$ cat config.mk
export PLATFORM = sky130hd
export DESIGN_NAME = wide_read_guard
export DESIGN_NICKNAME = d
export VERILOG_FILES = /design/src/rtl/wrg_pkg.sv /design/src/rtl/wrg_seq.sv /design/src/rtl/wrg_dp.sv /design/src/rtl/wide_read_guard.sv
export SDC_FILE = /design/constraint.sdc
export NUM_CORES = 1
export LEC_CHECK = 0
export ABC_AREA = 1
export BUFFER_PORTS_ARGS = -buffer_cell sky130_fd_sc_hd__buf_4
export CAP_MARGIN = 20
export CORE_ASPECT_RATIO = 1.75
export CORE_MARGIN = 10
export CORE_UTILIZATION = 49
export DETAILED_ROUTE_END_ITERATION = 8
export GPL_ROUTABILITY_DRIVEN = 0
export PLACE_DENSITY_LB_ADDON = 0.2
export SYNTH_ARGS = -nofsm -noshare
export SYNTH_HDL_FRONTEND = slang
export SYNTH_SLANG_ARGS = --single-unit
export TNS_END_PERCENT = 10
$ cat constraint.sdc
create_clock -name clk_i -period 2.17 [get_ports clk_i]
set_input_delay 0.3255 -clock clk_i [delete_from_list [all_inputs] [get_ports clk_i]]
set_output_delay 0.3255 -clock clk_i [all_outputs]
set_load 0.03 [all_outputs]
$ cat src/rtl/wrg_pkg.sv
package wrg_pkg;
  typedef enum logic [2:0] {
    ST_IDLE, ST_RD_H0, ST_RD_LO, ST_RD_HI, ST_WR_LO, ST_WR_HI, ST_DONE
  } wrg_state_e;
  localparam logic OP_READ = 1'b0;
  localparam logic OP_ZERO = 1'b1;
endpackage

$ cat src/rtl/wrg_seq.sv
module wrg_seq import wrg_pkg::*; #(
  parameter int RETRY_MAX = 3
) (
  input  logic clk_i,
  input  logic rst_ni,
  input  logic start_i,
  input  logic op_i,
  input  logic bus_ack_i,
  input  logic hi_match_i,
  output logic clr_o,
  output logic cap_h0_o,
  output logic cap_lo_o,
  output logic cap_hi_o,
  output logic fin_ok_o,
  output logic fin_fail_o,
  output logic fin_zero_o,
  output logic bus_req_o,
  output logic bus_we_o,
  output logic hi_sel_o,
  output logic done_o
);
  localparam int CNT_W = $clog2(RETRY_MAX + 1);
  localparam logic [CNT_W-1:0] LAST = CNT_W'(RETRY_MAX - 1);

  wrg_state_e st_q;
  logic [CNT_W-1:0] tries_q;
  logic last_try;

  assign last_try   = (tries_q == LAST);
  assign clr_o      = (st_q == ST_IDLE) && start_i;
  assign cap_h0_o   = (st_q == ST_RD_H0) && bus_ack_i;
  assign cap_lo_o   = (st_q == ST_RD_LO) && bus_ack_i;
  assign cap_hi_o   = (st_q == ST_RD_HI) && bus_ack_i;
  assign fin_ok_o   = cap_hi_o && hi_match_i;
  assign fin_fail_o = cap_hi_o && !hi_match_i && last_try;
  assign fin_zero_o = (st_q == ST_WR_HI) && bus_ack_i;
  assign bus_req_o  = (st_q != ST_IDLE) && (st_q != ST_DONE);
  assign bus_we_o   = (st_q == ST_WR_LO) || (st_q == ST_WR_HI);
  assign hi_sel_o   = (st_q == ST_RD_H0) || (st_q == ST_RD_HI) || (st_q == ST_WR_HI);
  assign done_o     = (st_q == ST_DONE);

  always_ff @(posedge clk_i or negedge rst_ni) begin
    if (!rst_ni) begin
      st_q    <= ST_IDLE;
      tries_q <= '0;
    end else begin
      unique case (st_q)
        ST_IDLE: if (start_i) begin
          tries_q <= '0;
          st_q    <= (op_i == OP_ZERO) ? ST_WR_LO : ST_RD_H0;
        end
        ST_RD_H0: if (bus_ack_i) st_q <= ST_RD_LO;
        ST_RD_LO: if (bus_ack_i) st_q <= ST_RD_HI;
        ST_RD_HI: if (bus_ack_i) begin
          tries_q <= tries_q + 1'b1;
          if (hi_match_i || last_try) st_q <= ST_DONE;
          else                        st_q <= ST_RD_LO;
        end
        ST_WR_LO: if (bus_ack_i) st_q <= ST_WR_HI;
        ST_WR_HI: if (bus_ack_i) st_q <= ST_DONE;
        default:  st_q <= ST_IDLE;
      endcase
    end
  end
endmodule

$ cat src/rtl/wrg_dp.sv
module wrg_dp #(
  parameter int ADDR_W = 32,
  parameter int DW     = 32,
  parameter int HI_OFS = 4
) (
  input  logic              clk_i,
  input  logic              rst_ni,
  input  logic              clr_i,
  input  logic [ADDR_W-1:0] base_i,
  input  logic              cap_h0_i,
  input  logic              cap_lo_i,
  input  logic              cap_hi_i,
  input  logic              fin_ok_i,
  input  logic              fin_fail_i,
  input  logic              fin_zero_i,
  input  logic              hi_sel_i,
  input  logic [DW-1:0]     rdata_i,
  output logic              hi_match_o,
  output logic [ADDR_W-1:0] addr_o,
  output logic [2*DW-1:0]   data_o,
  output logic              valid_o
);
  localparam logic [2*DW-1:0] SENTINEL = {1'b1, {(2*DW-1){1'b0}}};

  logic [ADDR_W-1:0] base_q;
  logic [DW-1:0]     hi_prev_q, hi_new_q, lo_q;

  assign hi_match_o = (rdata_i == hi_prev_q);
  assign addr_o     = base_q + (hi_sel_i ? ADDR_W'(HI_OFS) : '0);

  always_ff @(posedge clk_i or negedge rst_ni) begin
    if (!rst_ni) begin
      base_q    <= '0;
      hi_prev_q <= '0;
      hi_new_q  <= '0;
      lo_q      <= '0;
      data_o    <= '0;
      valid_o   <= 1'b0;
    end else begin
      if (clr_i) begin
        base_q    <= base_i;
        hi_prev_q <= '0;
        hi_new_q  <= '0;
        lo_q      <= '0;
      end
      if (cap_h0_i || cap_hi_i) hi_new_q <= rdata_i;
      if (cap_lo_i) begin
        lo_q      <= rdata_i;
        hi_prev_q <= hi_new_q;
      end
      if (fin_ok_i) begin
        data_o  <= {rdata_i, lo_q};
        valid_o <= 1'b1;
      end else if (fin_fail_i) begin
        data_o  <= SENTINEL;
        valid_o <= 1'b0;
      end else if (fin_zero_i) begin
        data_o  <= '0;
        valid_o <= 1'b1;
      end
    end
  end
endmodule

$ cat src/rtl/wide_read_guard.sv
module wide_read_guard #(
  parameter int ADDR_W    = 32,
  parameter int RETRY_MAX = 3,
  parameter int HI_OFS    = 4
) (
  input  logic              clk_i,
  input  logic              rst_ni,
  input  logic              start_i,
  input  logic              op_i,
  input  logic [ADDR_W-1:0] base_i,
  output logic              done_o,
  output logic              valid_o,
  output logic [63:0]       data_o,
  output logic              bus_req_o,
  output logic              bus_we_o,
  output logic [ADDR_W-1:0] bus_addr_o,
  output logic [31:0]       bus_wdata_o,
  input  logic              bus_ack_i,
  input  logic [31:0]       bus_rdata_i
);
  logic clr, cap_h0, cap_lo, cap_hi, fin_ok, fin_fail, fin_zero, hi_sel, hi_match;

  assign bus_wdata_o = '0;

  wrg_seq #(.RETRY_MAX(RETRY_MAX)) u_seq (
    .clk_i, .rst_ni, .start_i, .op_i, .bus_ack_i,
    .hi_match_i(hi_match), .clr_o(clr), .cap_h0_o(cap_h0), .cap_lo_o(cap_lo),
    .cap_hi_o(cap_hi), .fin_ok_o(fin_ok), .fin_fail_o(fin_fail), .fin_zero_o(fin_zero),
    .bus_req_o, .bus_we_o, .hi_sel_o(hi_sel), .done_o
  );

  wrg_dp #(.ADDR_W(ADDR_W), .DW(32), .HI_OFS(HI_OFS)) u_dp (
    .clk_i, .rst_ni, .clr_i(clr), .base_i,
    .cap_h0_i(cap_h0), .cap_lo_i(cap_lo), .cap_hi_i(cap_hi),
    .fin_ok_i(fin_ok), .fin_fail_i(fin_fail), .fin_zero_i(fin_zero),
    .hi_sel_i(hi_sel), .rdata_i(bus_rdata_i), .hi_match_o(hi_match),
    .addr_o(bus_addr_o), .data_o, .valid_o
  );
endmodule

==> impl_metrics.csv <==
group,metric,value,unit
logic_synthesis,synth_area_leaders,"dfrtp_1, nand2_1, nand4_1",
worst_setup_path,cpMostUsedCell,"nor2_4",
sta,finClkSkew,0.00964,ns
min_path,hold_class,"primary input to flop",
logic_synthesis,async_reset_ff_share,100,%
logic_synthesis,synthesis.area,0.00915,sq mm
sta,rsz0062_at_grt,"true",
run_status,status,"finished with violations",
placed_design,dp_slack,-0.336,ns
routing,via_per_inst,5.09,
sta,min_period,2.90,ns
floorplan,initial_core_util,49.5,%
logic_synthesis,synth_compound_area_share,6.84,%
sta,finalCritPeriodShare,134,%
worst_setup_path,cp-startpoint,"u_seq.st_q[1]",
logic_synthesis,yosysWarnings,0,
cells_and_area,stdcell_count,1405,
floorplan,io_pins,201,
logic_synthesis,synth-xor-area-share,5.07,%
global_route,grt_max_degree,69,
floorplan,die_w,123,um
routing,first_iter_violations,358,
cts,cts_max_path_buffers,2,
pwr,power_leakage,5.96,nW
worst_setup_path,crit_required,1.84,ns
logic_synthesis,synth-main-ff-cell,"dfrtp_1",
worst_setup_path,criticalPathCategory,"flop to primary output",
placed_design,numPortBuffers,168,
logic_synthesis,synthTopCellsByCount,"dfrtp_1, nand2_1, inv_1, nand3_1, nand4_1",
floorplan,rows,66,
logic_synthesis,synth.area.mux_share,2.71,%
global_route,grt_pass1_vias,7213,
floorplan,dieArea,0.0248,sq mm
sta,hold_ws,0.119,ns
sta,slew_violations,0,
cells_and_area,nets,1226,
logic_synthesis,synth-simple-area-share,20.6,%
global_route,grt_pass1_wl,37300,um
worst_setup_path,critical_path_arrival,2.58,ns
worst_setup_path,start_kind,"flop",
logic_synthesis,synthDistinctLibCells,36,
cells_and_area,fill_cells,1621,
logic_synthesis,yosys.cell_count.top_type,"dfrtp_1",
worst_setup_path,end_kind,"primary output",
cts,htree_num_levels,4,
logic_synthesis,syn_area_per_cell,9.38,sq um
routing,drt-total-wl,23300,um
floorplan,chipHeight,201,um
run_status,violations,"negative setup slack",
logic_synthesis,netlist_instances,976,
floorplan,core-area,0.0185,sq mm
pwr,cellPowerDensity,1210,mW/mm^2
logic_synthesis,synth-adder-area-share,0.410,%
sta,finalSetupTns,-14.09,ns
flow_run,cap_violations,0,
min_path,holdCritStartpoint,"bus_rdata_i[25]",
cells_and_area,areaGrowthSynthToFinish,26.1,%
cts,cts_buffers,17,
cells_and_area,antenna_cells,0,
logic_synthesis,synth.largest_area_cell,"dfrtp_1",
routing,via_count,7147,
sta,hold_viol_final,0,
sta,setup_violations,28,
sta,fmax,345,MHz
logic_synthesis,yosysTopAreaCellShare,54.2,%
cts,cts_sinks,198,
logic_synthesis,synth_edf_count,0,
cts,cts-root-buf,"clkbuf_16",
global_route,antenna_found_initial,0,
worst_setup_path,crit_slowest_cell,"dfrtp_1",
pwr,ir_worst_vdd,0.980,mV
worst_setup_path,cpPeakStageDelay,0.38,ns
worst_setup_path,path_cells,"nand2_1 -> inv_1 -> nor2_1 -> ha_2 -> ha_4 -> nand2_2 -> nor2_4 -> nand2_4 -> nor2_4 -> nand4_4 -> nor2_4 -> nand3_2 -> nor2_4 -> xor2_4 -> buf_6",
routing,postRouteAntennaNets,0,
cts,clk_pin_slew,0.07,ns
logic_synthesis,synth-seq-area-share,54.2,%
sta,setup_ws,-0.731,ns
global_route,grt-ovfl-total,0,
global_route,track_usage,18.7,%
placed_design,dp_hpwl,16800,um
cts,cts_tree,"built",
placed_design,placed_cells,1369,
routing,wl_per_cell,16.6,um
logic_synthesis,synth-seq-cells,198,
routing,drt_pre_antenna_iters,5,
cells_and_area,drive_above_1_share,27.4,%
worst_setup_path,critPathMaxFanout,4,
cts,clock_latency,0.44,ns
worst_setup_path,rr_startpoint,"u_dp.hi_prev_q[15]",
routing,drt_drc_violations_left,0,
logic_synthesis,synth_top_family_by_area,"simple AND/OR/NAND/NOR gates",
pwr,total_power,13.9,mW
## through the flow
stage | cell area (sq um) | utilization, %
CTS | 11500 | 62.2
global route | 11500 | 62.4
global placement | 10800 | 58.7
floorplan | 9320 | -
detailed placement | 10800 | 58.7
finish | 11500 | 62.4
## flip-flops by register name, indices dropped and copies added, names as in the netlist
| signal | count |
|---|---|
| u_dp.data_o | 64 |
| u_dp.base_q | 32 |
| u_dp.hi_new_q | 32 |
| u_dp.hi_prev_q | 32 |
| u_dp.lo_q | 32 |
| u_seq.st_q | 3 |
| u_seq.tries_q | 2 |
| u_dp.valid_o | 1 |
## placed cells by master, fill, tap and decap left out, types with 11 or more instances in the layout
master	n
clkbuf_16	17
o21ai_0	63
buf_4	204
o22ai_1	38
dfrtp_1	198
nand4_1	67
inv_2	11
mux2_2	22
inv_1	86
a21oi_1	12
xor2_1	17
xnor2_1	32
nand2_1	192
nand3_1	66
nor2_1	35
conb_1	32
## final timing paths
path | slack, ns | endpoint | cells after the start
max | -0.73 | bus_addr_o[28] | 15
max in group asynchronous | 1.06 | u_dp.data_o[55] | 3
min reg2reg | 0.48 | u_dp.data_o[13] | 2
min in group asynchronous | 0.40 | u_dp.data_o[19] | 2
max reg2reg | 0.26 | u_dp.data_o[32] | 10
min | 0.12 | u_dp.data_o[57] | 3
## logic make-up after synthesis
logic type / count (synthesis)
muxes: 22
DFF: 198
xor gates and xnor gates: 53
other: 1
AOI/OAI and AO/OA: 115
buffers and inverters: 191
and+or+nand+nor: 393
adders and majority gates: 3
## cell type report
class | count | area (sq um) | area share, %
Clock buffer | 18 | 429 | 3.72
Clock inverter | 14 | 175 | 1.52
Inverter | 100 | 378 | 3.27
Multi-Input combinational cell | 618 | 3520 | 30.5
Sequential cell | 198 | 4950 | 42.9
Tap cell | 238 | 298 | 2.58
Timing Repair Buffer | 219 | 1790 | 15.5
## timing repair
action                                  in CTS  in global routing
endpoints found under the hold margin       46                  0
gates resized for setup                     11                  4
buffers inserted                             1                  2
cloned                                       0                  0
pin swaps                                    1                  2
endpoints found under the setup margin      28                 28
hold buffers                                 1                  0
## power by group
part	internal (mW)	switching, mW	total, mW
Sequential	4.80	0.732	5.53
Combinational	2.08	3.06	5.14
Clock	1.83	1.42	3.25
## critical path, delay by kind of cell, from the launching register on
kind          cells  cell delay, ns
xor+xnor          1            0.15
fa+ha+maj         2            0.34
buf+inv           2            0.19
flops             1            0.38
simple gates     10            1.05
## routing by layer
layer | global-route usage, % | part of all wire (%)
met5 | 0 | 0
met4 | 5.43 | 1.8
met3 | 4.45 | 5.5
met2 | 32.8 | 53
met1 | 21.8 | 40
No activity file was read; power rests on OpenSTA's default activity.
